**src/rtl/gpio_ovr_pkg.sv**
```systemverilog
package gpio_ovr_pkg;
   localparam int unsigned REG_ADDR_W = 2;

   typedef enum logic [REG_ADDR_W-1:0] {
      REG_PORT  = 2'd0,
      REG_LATCH = 2'd1,
      REG_DIR   = 2'd2,
      REG_NONE  = 2'd3
   } reg_sel_e;
endpackage

```
**src/rtl/gpio_regs.sv**
```systemverilog
module gpio_regs
   import gpio_ovr_pkg::*;
#(
   parameter int unsigned NPINS  = 6,
   parameter int unsigned DATA_W = 8
) (
   input  logic                  clk,
   input  logic                  rst_n,
   input  logic                  wr_en,
   input  reg_sel_e              sel,
   input  logic [DATA_W-1:0]     wdata,
   output logic [NPINS-1:0]      lat_q,
   output logic [NPINS-1:0]      dir_q
);
   logic hit_lat;
   logic hit_dir;

   assign hit_lat = wr_en && (sel == REG_PORT || sel == REG_LATCH);
   assign hit_dir = wr_en && (sel == REG_DIR);

   always_ff @(posedge clk or negedge rst_n) begin
      if (!rst_n) begin
         lat_q <= '0;
         dir_q <= '1;
      end else begin
         if (hit_lat) lat_q <= wdata[NPINS-1:0];
         if (hit_dir) dir_q <= wdata[NPINS-1:0];
      end
   end

   AST_LATCH_TAKES_WRITE: assert property (@(posedge clk) disable iff (!rst_n)
      (wr_en && (sel == REG_PORT || sel == REG_LATCH)) |=> lat_q == $past(wdata[NPINS-1:0]));
   AST_DIR_ONLY_SW: assert property (@(posedge clk) disable iff (!rst_n)
      !(wr_en && sel == REG_DIR) |=> $stable(dir_q));
   AST_NONE_NO_WRITE: assert property (@(posedge clk) disable iff (!rst_n)
      (wr_en && sel == REG_NONE) |=> ($stable(dir_q) && $stable(lat_q)));
endmodule

```
**src/rtl/gpio_in_sync.sv**
```systemverilog
module gpio_in_sync #(
   parameter int unsigned NPINS  = 6,
   parameter int unsigned STAGES = 2
) (
   input  logic             clk,
   input  logic             rst_n,
   input  logic [NPINS-1:0] d,
   output logic [NPINS-1:0] q
);
   logic [NPINS-1:0] stg [STAGES];

   always_ff @(posedge clk or negedge rst_n) begin
      if (!rst_n) stg[0] <= '0;
      else        stg[0] <= d;
   end

   for (genvar s = 1; s < STAGES; s++) begin : g_stage
      always_ff @(posedge clk or negedge rst_n) begin
         if (!rst_n) stg[s] <= '0;
         else        stg[s] <= stg[s-1];
      end
   end

   assign q = stg[STAGES-1];

   if (STAGES == 2) begin : g_chk
      AST_SYNC_LATENCY: assert property (@(posedge clk) disable iff (!rst_n)
         $stable(d) |=> ##1 (q == $past(d, 2)));
   end
endmodule

```
**src/rtl/gpio_pad_mux.sv**
```systemverilog
module gpio_pad_mux #(
   parameter int unsigned NPINS      = 6,
   parameter int unsigned MODE_W     = 3,
   parameter int unsigned CAN_PIN    = 0,
   parameter int unsigned INONLY_PIN = 5
) (
   input  logic [NPINS-1:0]  dir_q,
   input  logic [NPINS-1:0]  lat_q,
   input  logic [MODE_W-1:0] can_mode,
   input  logic              can_tx,
   output logic [NPINS-1:0]  pad_oe,
   output logic [NPINS-1:0]  pad_out
);
   logic ovr;
   assign ovr = (can_mode != '0);

   for (genvar i = 0; i < NPINS; i++) begin : g_pin
      if (i == INONLY_PIN) begin : g_in_only
         assign pad_oe[i]  = 1'b0;
         assign pad_out[i] = 1'b0;
      end else if (i == CAN_PIN) begin : g_can
         assign pad_oe[i]  = ovr | ~dir_q[i];
         assign pad_out[i] = ovr ? can_tx : lat_q[i];
      end else begin : g_plain
         assign pad_oe[i]  = ~dir_q[i];
         assign pad_out[i] = lat_q[i];
      end
   end

   always_comb begin
      AST_PLAIN_DIR: assert (ovr || (pad_oe[CAN_PIN] == ~dir_q[CAN_PIN]));
   end
endmodule

```
**src/rtl/gpio_ovr_port.sv**
```systemverilog
module gpio_ovr_port
   import gpio_ovr_pkg::*;
#(
   parameter int unsigned NPINS       = 6,
   parameter int unsigned DATA_W      = 8,
   parameter int unsigned MODE_W      = 3,
   parameter int unsigned SYNC_STAGES = 2,
   parameter int unsigned CAN_PIN     = 0
) (
   input  logic              clk,
   input  logic              rst_n,
   input  logic [1:0]        bus_addr,
   input  logic              bus_wr,
   input  logic [7:0]        bus_wdata,
   output logic [7:0]        bus_rdata,
   input  logic              mclr_en,
   input  logic [2:0]        can_mode,
   input  logic              can_tx,
   input  logic [5:0]        pad_in,
   output logic [5:0]        pad_oe,
   output logic [5:0]        pad_out
);
   localparam int unsigned INONLY_PIN = NPINS - 1;
   localparam int unsigned PAD_W      = DATA_W - NPINS;

   if (NPINS < 2 || NPINS > DATA_W) begin : g_bad_npins
      $error("NPINS must lie between 2 and DATA_W");
   end
   if (SYNC_STAGES < 2) begin : g_bad_sync
      $error("SYNC_STAGES must be at least 2");
   end
   if (CAN_PIN >= INONLY_PIN) begin : g_bad_can
      $error("CAN_PIN must be a bidirectional pin");
   end

   reg_sel_e          sel;
   logic [NPINS-1:0]  lat_q;
   logic [NPINS-1:0]  dir_q;
   logic [NPINS-1:0]  sync_q;
   logic [NPINS-1:0]  port_view;

   assign sel = reg_sel_e'(bus_addr);

   gpio_regs #(.NPINS(NPINS), .DATA_W(DATA_W)) u_regs (
      .clk(clk), .rst_n(rst_n), .wr_en(bus_wr), .sel(sel),
      .wdata(bus_wdata), .lat_q(lat_q), .dir_q(dir_q)
   );

   gpio_in_sync #(.NPINS(NPINS), .STAGES(SYNC_STAGES)) u_sync (
      .clk(clk), .rst_n(rst_n), .d(pad_in), .q(sync_q)
   );

   gpio_pad_mux #(.NPINS(NPINS), .MODE_W(MODE_W), .CAN_PIN(CAN_PIN),
                  .INONLY_PIN(INONLY_PIN)) u_mux (
      .dir_q(dir_q), .lat_q(lat_q), .can_mode(can_mode), .can_tx(can_tx),
      .pad_oe(pad_oe), .pad_out(pad_out)
   );

   for (genvar i = 0; i < NPINS; i++) begin : g_view
      if (i == INONLY_PIN) begin : g_gated
         assign port_view[i] = sync_q[i] & ~mclr_en;
      end else begin : g_direct
         assign port_view[i] = sync_q[i];
      end
   end

   always_comb begin
      unique case (sel)
         REG_PORT:  bus_rdata = {{PAD_W{1'b0}}, port_view};
         REG_LATCH: bus_rdata = {{PAD_W{1'b0}}, lat_q};
         REG_DIR:   bus_rdata = {{PAD_W{1'b0}}, dir_q};
         default:   bus_rdata = '0;
      endcase
   end

   AST_TOP_PIN_NEVER_DRIVEN: assert property (@(posedge clk) disable iff (!rst_n)
      !pad_oe[INONLY_PIN] && !pad_out[INONLY_PIN]);
   AST_CAN_TAKEOVER: assert property (@(posedge clk) disable iff (!rst_n)
      (can_mode != '0) |-> (pad_oe[CAN_PIN] && pad_out[CAN_PIN] == can_tx));
   AST_STRAP_MASK: assert property (@(posedge clk) disable iff (!rst_n)
      (sel == REG_PORT && mclr_en) |-> !bus_rdata[INONLY_PIN]);
   AST_UPPER_ZERO: assert property (@(posedge clk) disable iff (!rst_n)
      bus_rdata[DATA_W-1:NPINS] == '0);
endmodule

```
**config.mk**
```make
export PLATFORM = sky130hd
export DESIGN_NAME = gpio_ovr_port
export DESIGN_NICKNAME = d
export VERILOG_FILES = /design/src/rtl/gpio_ovr_pkg.sv /design/src/rtl/gpio_regs.sv /design/src/rtl/gpio_in_sync.sv /design/src/rtl/gpio_pad_mux.sv /design/src/rtl/gpio_ovr_port.sv
export SDC_FILE = /design/constraint.sdc
export NUM_CORES = 1
export LEC_CHECK = 0
export BUFFER_PORTS_ARGS = -buffer_cell sky130_fd_sc_hd__buf_2
export CORE_ASPECT_RATIO = 0.8
export CORE_UTILIZATION = 30
export DETAILED_ROUTE_END_ITERATION = 16
export PLACE_DENSITY = 0.65
export SYNTH_ARGS = -nofsm -noshare
export SYNTH_HDL_FRONTEND = slang
export SYNTH_HIERARCHICAL = 1
export SYNTH_SLANG_ARGS = --single-unit
```
**constraint.sdc**
```tcl
create_clock -name clk -period 1.4 [get_ports clk]
set_input_delay 0.28 -clock clk [delete_from_list [all_inputs] [get_ports clk]]
set_output_delay 0.28 -clock clk [all_outputs]
set_load 0.005 [all_outputs]
```
==> results.txt, run 1 <==
- Full die area: 0.00385 mm²
- In this run the clock root is driven by a sky130_fd_sc_hd__clkbuf_8.
- Total chip power: 1.72 mW
* Count of port buffers added during placement: 37
- Clock period minus final worst setup slack: 1.50 ns
- CTS built an H-tree with a depth of 1.
* Number of nets in the final layout: 138
- Min setup slack post-route: -0.0964 ns
- Detailed-router iteration count before antenna repair: 3
* Number of flip-flops and latches in the synthesized netlist: 24
* Achievable frequency: 668 MHz
- TritonCTS built the clock tree.
* Total DRC errors in the routed layout: 0
* Async S/R FF share, synth: 100%
- In this run the power density over the cells is 1290 mW/mm².
* Worst skew pair latency: 0.26 ns
* Delay of the slowest critical-path stage: 0.36 ns
- The critical path ends at bus_rdata[5].
- Most instantiated library cell after synthesis: sky130_fd_sc_hd__dfrtp_1
- Final total negative setup slack: -0.140 ns
* Antenna violation net count after detailed routing: 0
* Per-instance average area after synthesis: 13.7 µm²
- Setup Slack @ Placement: 0.0504 ns
* Final routed wirelength across all metal layers: 1.86 mm
* Proportion of netlist area held by the largest area contributor: 41.6%
- Clock-pin slew was measured on the worst setup and hold paths at 0.08 ns.
- Result of the run: complete, but fails checks
- Number of global-route vias before repair: 671
- The final critical path takes up 107% of the cycle.
* Terminus of the critical flop-to-flop path: u_regs/dir_q[4]$_DFFE_PN1P_
* Startpoint of the worst-slack reg-to-reg timing path: u_regs/dir_q[4]$_DFFE_PN1P_
* Ranking of synthesized cells by area: sky130_fd_sc_hd__dfrtp_1 (42%), sky130_fd_sc_hd__dfstp_2 (15%), sky130_fd_sc_hd__mux2_2 (12%)
* Met1 GRT Util: 11.9%
- Critical Path, Cell by Cell: or3b_4 > a22oi_2 > buf_2
* Static leakage: 0.655 nW
* Post-synthesis to final-layout area growth: 23.4%
- Maximum Capacitance Violations: 0
* Weighted congestion at the end of routability-driven global placement: 0.696
- The number of pins with negative max-slew slack in the final report came to 0.
* Peak-usage layer in the global routing report: met2
- Critical path required time: 1.12 ns
- The region available for standard cell placement spans 0.00345 mm².
- Top cell types by occurrence after synthesis: sky130_fd_sc_hd__dfrtp_1 (18), sky130_fd_sc_hd__buf_4 (14), sky130_fd_sc_hd__mux2_2 (12), sky130_fd_sc_hd__dfstp_2 (6)
- Post-synthesis cell type count: 20
- In the global route stage, met2 resource usage came out at 18.3%.
* Bufs on Longest Clock Path: 2
* Largest fanout on the critical path: 1
- The synthesized netlist occupies a cell area of 0.00108 mm².
* VDD IR max: 0.000847 V
* Largest net degree at the start of global routing: 25
* Die extent in y: 55.7 µm
- The Yosys step of the flow raised 6 warnings.
* Post-route insts no fill: 155
- 0 antenna diodes ended up in the layout.
- Counting every sink on the clock net gives 24.
- # setup viols final: 3
- Worst path arrival time: 1.22 ns
- Worst setup SP type: flop
- Critical Setup Path Class: reg2out
- Dividing the detail-routed wire length by the instance count gives 12.0 µm.
* Number of enable flip-flop cells after synthesis: 0
- The number of cells on the worst reg-to-reg path is 2.
- Summed over all layers, the global routing overflow is 0.
- Cell taking the most area after synthesis: sky130_fd_sc_hd__dfrtp_1
- After detailed routing, the number of vias per cell comes to 4.26.
* Initial antenna violation count: 0
- In the global route stage, met3 resource usage came out at 4.35%.
- Clock skew after layout: 0.000262 ns
- Ratio of cells with drive above 1 in the final layout: 63.7%
- Synthesis handed over a netlist of 79 instances.
- Category of the worst setup path capture point: primary output
* Violated checks: setup timing
* Starting Density: 31.4%
- During I/O placement, the number of pins put on the boundary was 44.
- In this run the worst setup path begins at u_sync/q[5]$_DFF_PN0_.
* Number of design-rule violations left by the first detailed-router iteration: 7
- Setup repair after global routing could not meet its margin everywhere.
* Library cell contributing the largest single delay on the critical path: sky130_fd_sc_hd__or3b_4
* Via count of the routed design: 661
- Number of placed cells counting well taps: 146
- Worst slew pin tran: 0.504 ns
- Detailed placement ended at an HPWL of 1.47 mm.
- Global routing used 10.4% of the available tracks.
* Final Hold Viols: 0
* Worst rel slew slack: 66.4%
- Top_reg_cell synth: sky130_fd_sc_hd__dfrtp_1
- Class of the tightest hold or removal check: in2reg
* Number of clock buffers inserted by TritonCTS: 3
- The first global-routing pass estimated 3.06 mm of wire.
- FF-to-FF setup slack: 0.55 ns
* Share of synthesized area occupied by flip-flops and latches: 56.2%
- Width of the chip: 69.2 µm
- In this run the core area contains 19 standard-cell rows.
* Post-layout utilization of the core: 38.7%
[critical path: cells and delay by family, from the launching register on]
family                 cells  cell delay (ns)
flip-flops                 1             0.32
AND/OR/NAND/NOR            1             0.36
buffers and inverters      1             0.14
AO/OA/AOI/OAI              1             0.14
[cell type report]
| class | count | area (µm²) |
|---|---|---|
| repair buffers | 45 | 248 |
| well taps | 42 | 52.6 |
| multi-input cells | 36 | 340 |
| flip-flops and latches | 24 | 608 |
| clock inverters | 1 | 30.0 |
| inverters | 4 | 15.0 |
| fillers | 347 | 2110 |
| clock buffers | 3 | 41.3 |
[layout by cell type, fill, tap and decap left out, types with 3 or more instances in the layout]
master | Yosys | layout
sky130_fd_sc_hd__conb_1 | 2 | 4
sky130_fd_sc_hd__dfstp_2 | 6 | 6
sky130_fd_sc_hd__buf_4 | 14 | 7
sky130_fd_sc_hd__dfrtp_1 | 18 | 18
sky130_fd_sc_hd__buf_2 | 0 | 37
sky130_fd_sc_hd__mux2i_1 | 5 | 5
sky130_fd_sc_hd__clkbuf_8 | 0 | 3
sky130_fd_sc_hd__o2bb2ai_1 | 5 | 5
sky130_fd_sc_hd__mux2_2 | 12 | 12
sky130_fd_sc_hd__inv_1 | 4 | 4
[worst min path at each step]
stage               startpoint                          end  depth (start not counted)
floorplan                rst_n  u_regs/lat_q[0]$_DFFE_PN0P_                          0
global placement         rst_n      u_sync/stg[7]$_DFF_PN0_                          1
detailed placement       rst_n      u_sync/stg[7]$_DFF_PN0_                          1
CTS                  pad_in[3]      u_sync/stg[9]$_DFF_PN0_                          1
global route         pad_in[3]      u_sync/stg[9]$_DFF_PN0_                          1
finish               pad_in[3]      u_sync/stg[9]$_DFF_PN0_                          1
[flip-flops by register name, summed over array words and instances (netlist names)]
name and cells:
u_sync/q 6, u_regs/lat_q 6, u_regs/dir_q 6, u_sync/stg 6
[power breakdown]
group,switching (mW),internal (mW)
logic,0.125,0.179
clock network,0.205,0.382
registers,0.0389,0.793
total,0.369,1.35
[what timing repair did]
action,in CTS,in global routing
setup buffers,4,0
gates resized for setup,0,2
cloned,0,0
endpoints found under the setup margin,6,7
pin swaps,5,0
endpoints found under the hold margin,18,0
hold buffers,1,0
[stage by stage]
step	hold WS, ns	area (µm²)
2_1_floorplan	-0.0156	1090
3_3_place_gp	0.271	1220
3_5_place_dp	0.283	1220
4_1_cts	0.112	1330
5_1_grt	0.0960	1340
6_report	0.118	1340
[metal layers]
metal	share of wire (%)	vias up
met5	0	-
met4	0	0
met3	8.3	0
met2	49	30
met1	42	314
li1	-	317
[logic make-up after synthesis]
| group | share of synthesized area, % |
|---|---|
| other | 0.694 |
| AO/OA/AOI/OAI | 5.66 |
| buffers and inverters | 13.6 |
| AND/OR/NAND/NOR | 5.66 |
| multiplexers | 18.2 |
| flip-flops | 56.2 |
No activity file was read; power rests on OpenSTA's default activity.
==> run 2, diff against run 1 <==
ABC_AREA = 1   (was default)
BUFFER_PORTS_ARGS = default   (was -buffer_cell sky130_fd_sc_hd__buf_2)
DONT_BUFFER_PORTS = 1   (was default)
HOLD_SLACK_MARGIN = 0.15   (was default)
PLACE_DENSITY = 0.55   (was 0.65)
==> run 2 against run 1 <==
Net effect: sequential share of layout area rose by 3.9 points; largest power group unchanged; critical path depth down 1; core utilization fell by 3.6 points; the run now ends clean; die area rose by 2.8%; critical endpoint is now bus_rdata[3]; critical path type unchanged.
==> results.txt, run 2 <==
* Result of the run: finished clean
- Worst setup SP type: flop
* Overall global routing resource usage: 12.1% (+1.7 points)
- The largest total area in the synthesized netlist belongs to sky130_fd_sc_hd__dfrtp_1.
- The count of flip-flops with a built-in enable after synthesis is 0 (unchanged).
* Post-synthesis to final-layout area growth: 10.3%
- The average cell area after synthesis was 8.98 µm² (-34%).
- Synthesized-area fraction occupied by ao, oa, aoi and oai cells: 0% (-5.7 points)
- The finished layout cell area was 0.00123 mm² (-8.0%).
- The transition time at the pin with the least slew margin was 1.00 ns (+0.500 ns).
- Initial antenna violation count: 0 (unchanged)
- The total length of routed wires came to 2.20 mm (+18%).
* Starting Density: 31.9% (+0.47 points)
* Ranking of synthesized cells by area: sky130_fd_sc_hd__dfrtp_1 (40%), sky130_fd_sc_hd__dfstp_2 (14%), sky130_fd_sc_hd__nand3_1 (12%)
- After synthesis, the most frequently instantiated cells are sky130_fd_sc_hd__nand2_1 (34), sky130_fd_sc_hd__nand3_1 (27), sky130_fd_sc_hd__dfrtp_1 (18), sky130_fd_sc_hd__buf_4 (17), sky130_fd_sc_hd__inv_1 (7).
- In this run the clock root is driven by a sky130_fd_sc_hd__clkbuf_8.
* P_sw: 339 µW (-8.4%)
* Count of port buffers added during placement: 0 (-100%)
* Total chip power: 1.38 mW (-20%)
* Highest-count cells in the layout ignoring fill and taps: sky130_fd_sc_hd__nand2_1 (34), sky130_fd_sc_hd__nand3_1 (27), sky130_fd_sc_hd__dfrtp_1 (18), sky130_fd_sc_hd__dlygate4sd3_1 (14), sky130_fd_sc_hd__inv_1 (7)
* Largest fanout on the critical path: 3 (+2)
- The area of the core is 0.00349 mm² (+1.4%).
* Final critical-path share of the clock period: 92.6% (-14 points)
* Placed Area: 0.00103 mm² (-15%)
- The final layout net count is 152 (+10%).
- Clock skew after layout: 0.000284 ns (+0.0000219 ns)
- The clock latency of the later-clocked register in the worst-skew pair came to 0.25 ns (about the same).
- The data arrival at the endpoint of the critical path is 1.02 ns (-0.20 ns).
- Part of the total power dissipated in combinational logic: 12.6% (-5.0 points)
- Number of cells produced by synthesis: 124 (+57%)
- The via count of the first global-routing pass was 752 (+12%).
- Setup repair after global routing left no endpoint under its margin.
* CTS sink cnt: 24 (unchanged)
- The number of optimization iterations in the first detailed-route pass came to 4 (+1).
* First-pass GRT wire length: 3.66 mm (+20%)
- The sum of negative setup slack was 0 ns (+0.140 ns).
- The simple-gate share of the synthesized area came to 28.9% (+23 points).
- Async S/R FF share, synth: 100% (unchanged)
- TritonCTS built the clock tree.
- Width of the chip: 70.1 µm (+1.4%)
- Class of the tightest hold or removal check: in2reg
* Achievable frequency: 771 MHz (+15%)
- Largest family of logic cells by synthesized area: simple AND/OR/NAND/NOR gates
- The number of storage elements in the synthesis netlist is 24 (unchanged).
* Number of placed cells counting well taps: 150 (+2.7%)
* Routed length per placed instance: 13.1 µm (+8.8%)
* Adder-cell area share of the yosys netlist: 0% (unchanged)
- Via count of the routed design: 796 (+20%)
- Post-route insts no fill: 168 (+8.4%)
* Post-synthesis cell type count: 13 (-35%)
- The number of maximum-capacitance constraint violations came to 0 (unchanged).
- Final max-slew violation count: 0 (unchanged)
- The required time of the critical path is 1.12 ns (about the same).
- Switching power share of the total: 24.5% (+3.0 points)
* Clock transition at the register clock pins on the worst setup and hold paths after CTS: 0.07 ns (about the same)
- Number of vias per cell: 4.74 (+11%)
- The pin count of the biggest net entering global routing is 25 (unchanged).
* IO Count: 44 (unchanged)
* CTS HTree Levels: 1 (unchanged)
* Critical Setup Path Class: reg2out
- Static leakage: 0.594 nW (-9.2%)
- The share of total power in sequential cells came to 60.0% (+12 points).
- Remaining global-route overflow: 0 (unchanged)
- The portion of netlist area occupied by mux cells is 0% (-18 points).
* DP Wirelength: 1.64 mm (+12%)
* Cell mode on critical path: sky130_fd_sc_hd__nand3_1
- The power density of the placed cells was 1130 mW/mm² (-13%).
- VDD IR max: 0.000587 V (-31%)
* Final Hold Viols: 0 (unchanged)
- The final-report setup violation count is 0 (-3).
- Total DRC errors in the routed layout: 0 (unchanged)
* Library cell contributing the largest single delay on the critical path: sky130_fd_sc_hd__dfstp_2
- Proportion of power drawn by the clock network: 27.4% (-6.7 points)
- sky130_fd_sc_hd__nand2_1 is the most common cell in the netlist.
- Proportion of netlist area held by the largest area contributor: 40.4% (-1.2 points)
* Total number of yosys warnings: 6 (unchanged)
- The number of buffers between clock root and the deepest sink came to 2 (unchanged).
- Crit path buf inv count: 0 (-1)
- The kind of cell with the highest combined delay along the critical path is flip-flops.
* Worst rel slew slack: 33.1% (-33 points)
* Critical Path, Cell by Cell: nand3_1 > nand3_1
- Std cell rows: 19 (unchanged)
* Die extent in y: 56.5 µm (+1.4%)
- Ratio of cells with drive above 1 in the final layout: 11.1% (-53 points)
* Antenna violation net count after detailed routing: 0 (unchanged)
- Among all flip-flop cells after synthesis, the most frequent one is sky130_fd_sc_hd__dfrtp_1.
- Share of synthesized area occupied by flip-flops and latches: 54.6% (-1.6 points)
* Synthesized cell area: 0.00111 mm² (+2.9%)
- The number of post-CTS setup repair buffers was 0 (-4).
- The number of antenna diodes is 0 (unchanged).
* Weighted congestion at the end of routability-driven global placement: 0.749 (+7.6%)
- Clock period minus final worst setup slack: 1.30 ns (-0.200 ns)
- Leaving out fill and tap cells, the most frequent cell in the layout is sky130_fd_sc_hd__nand2_1.
- Number of design-rule violations left by the first detailed-router iteration: 35 (+28)
- Full die area: 0.00396 mm² (+2.8%)
- Number of clock buffers inserted by TritonCTS: 3 (unchanged)
* Xor/xnor share of the synthesized area: 0% (unchanged)
* Category of the worst setup path capture point: primary output
- The internal power component came to 1.05 mW (-23%).
* Delay of the slowest critical-path stage: 0.56 ns (+0.20 ns)
==> run 2: cell types whose count changed in the layout (fill, tap and decap cells not counted), sizes merged, moves of 13 or more <==
cell,before,now
buf,44,0
nand2,1,34
nand3,0,27
dlygate4sd3,1,14
mux2,13,0
==> run 2: cell families after synthesis <==
| logic type | count (synthesis) |
|---|---|
| buf+inv | 28 |
| simple gates | 70 |
| other cells | 2 |
| flops | 24 |
==> run 2: stage by stage <==
step	setup slack [ns]	hold WS [ns]	util, %
2_1_floorplan	0.424	-0.0156	-
3_3_place_gp	0.387	-0.0151	29.6
3_5_place_dp	0.381	-0.0152	29.6
4_1_cts	0.0737	0.157	35.1
5_1_grt	0.0447	0.161	35.2
6_report	0.104	0.165	35.2
==> run 2: path summary, 6_finish.rpt <==
path                                             start                           to  slack [ns]  cells after the start
min                                       bus_wdata[0]  u_regs/lat_q[0]$_DFFE_PN0P_        0.16                      2
min reg2reg                    u_sync/stg[7]$_DFF_PN0_        u_sync/q[1]$_DFF_PN0_        0.35                      0
max reg2reg                u_regs/dir_q[4]$_DFFE_PN1P_  u_regs/dir_q[4]$_DFFE_PN1P_        0.67                      2
max in group asynchronous                        rst_n  u_regs/lat_q[1]$_DFFE_PN0P_        0.53                      1
min in group asynchronous                        rst_n  u_regs/lat_q[4]$_DFFE_PN0P_        0.26                      1
max                        u_regs/dir_q[3]$_DFFE_PN1P_                 bus_rdata[3]        0.10                      2
==> run 2: what timing repair did <==
action	4_1_cts	5_1_grt
hold buffers	15	0
gates resized for setup	0	1
setup endpoints to repair	0	18
hold endpoints to repair	36	0
==> run 2: layer usage <==
layer	routed length, µm	global-route usage [%]	vias up
met5	0	0	-
met4	0	2.57	0
met3	199	5.21	0
met2	974	18.4	32
met1	1020	16.0	378
li1	-	-	386
==> run 2: final cells by class <==
| cell class | instances | area (µm²) |
|---|---|---|
| clock buffers | 3 | 41.3 |
| flip-flops and latches | 24 | 608 |
| well taps | 42 | 52.6 |
| fillers | 366 | 2270 |
| inverters | 10 | 37.5 |
| repair buffers | 15 | 153 |
| multi-input cells | 74 | 337 |
==> run 2: worst reg2reg max path: cells and delay by family (launching register included) <==
| kind | cells | cell delay (ns) |
|---|---|---|
| flops | 1 | 0.55 |
| simple gates | 2 | 0.12 |
==> run 2: power by group through the flow <==
stage / sequential (mW) / combinational (mW) / clock (mW)
3_3_place_gp: 0.844 / 0.122 / 0
4_1_cts: 0.832 / 0.176 / 0.393
3_5_place_dp: 0.845 / 0.125 / 0
5_1_grt: 0.842 / 0.200 / 0.428
2_1_floorplan: 0.823 / 0.165 / 0
6_report: 0.830 / 0.175 / 0.379
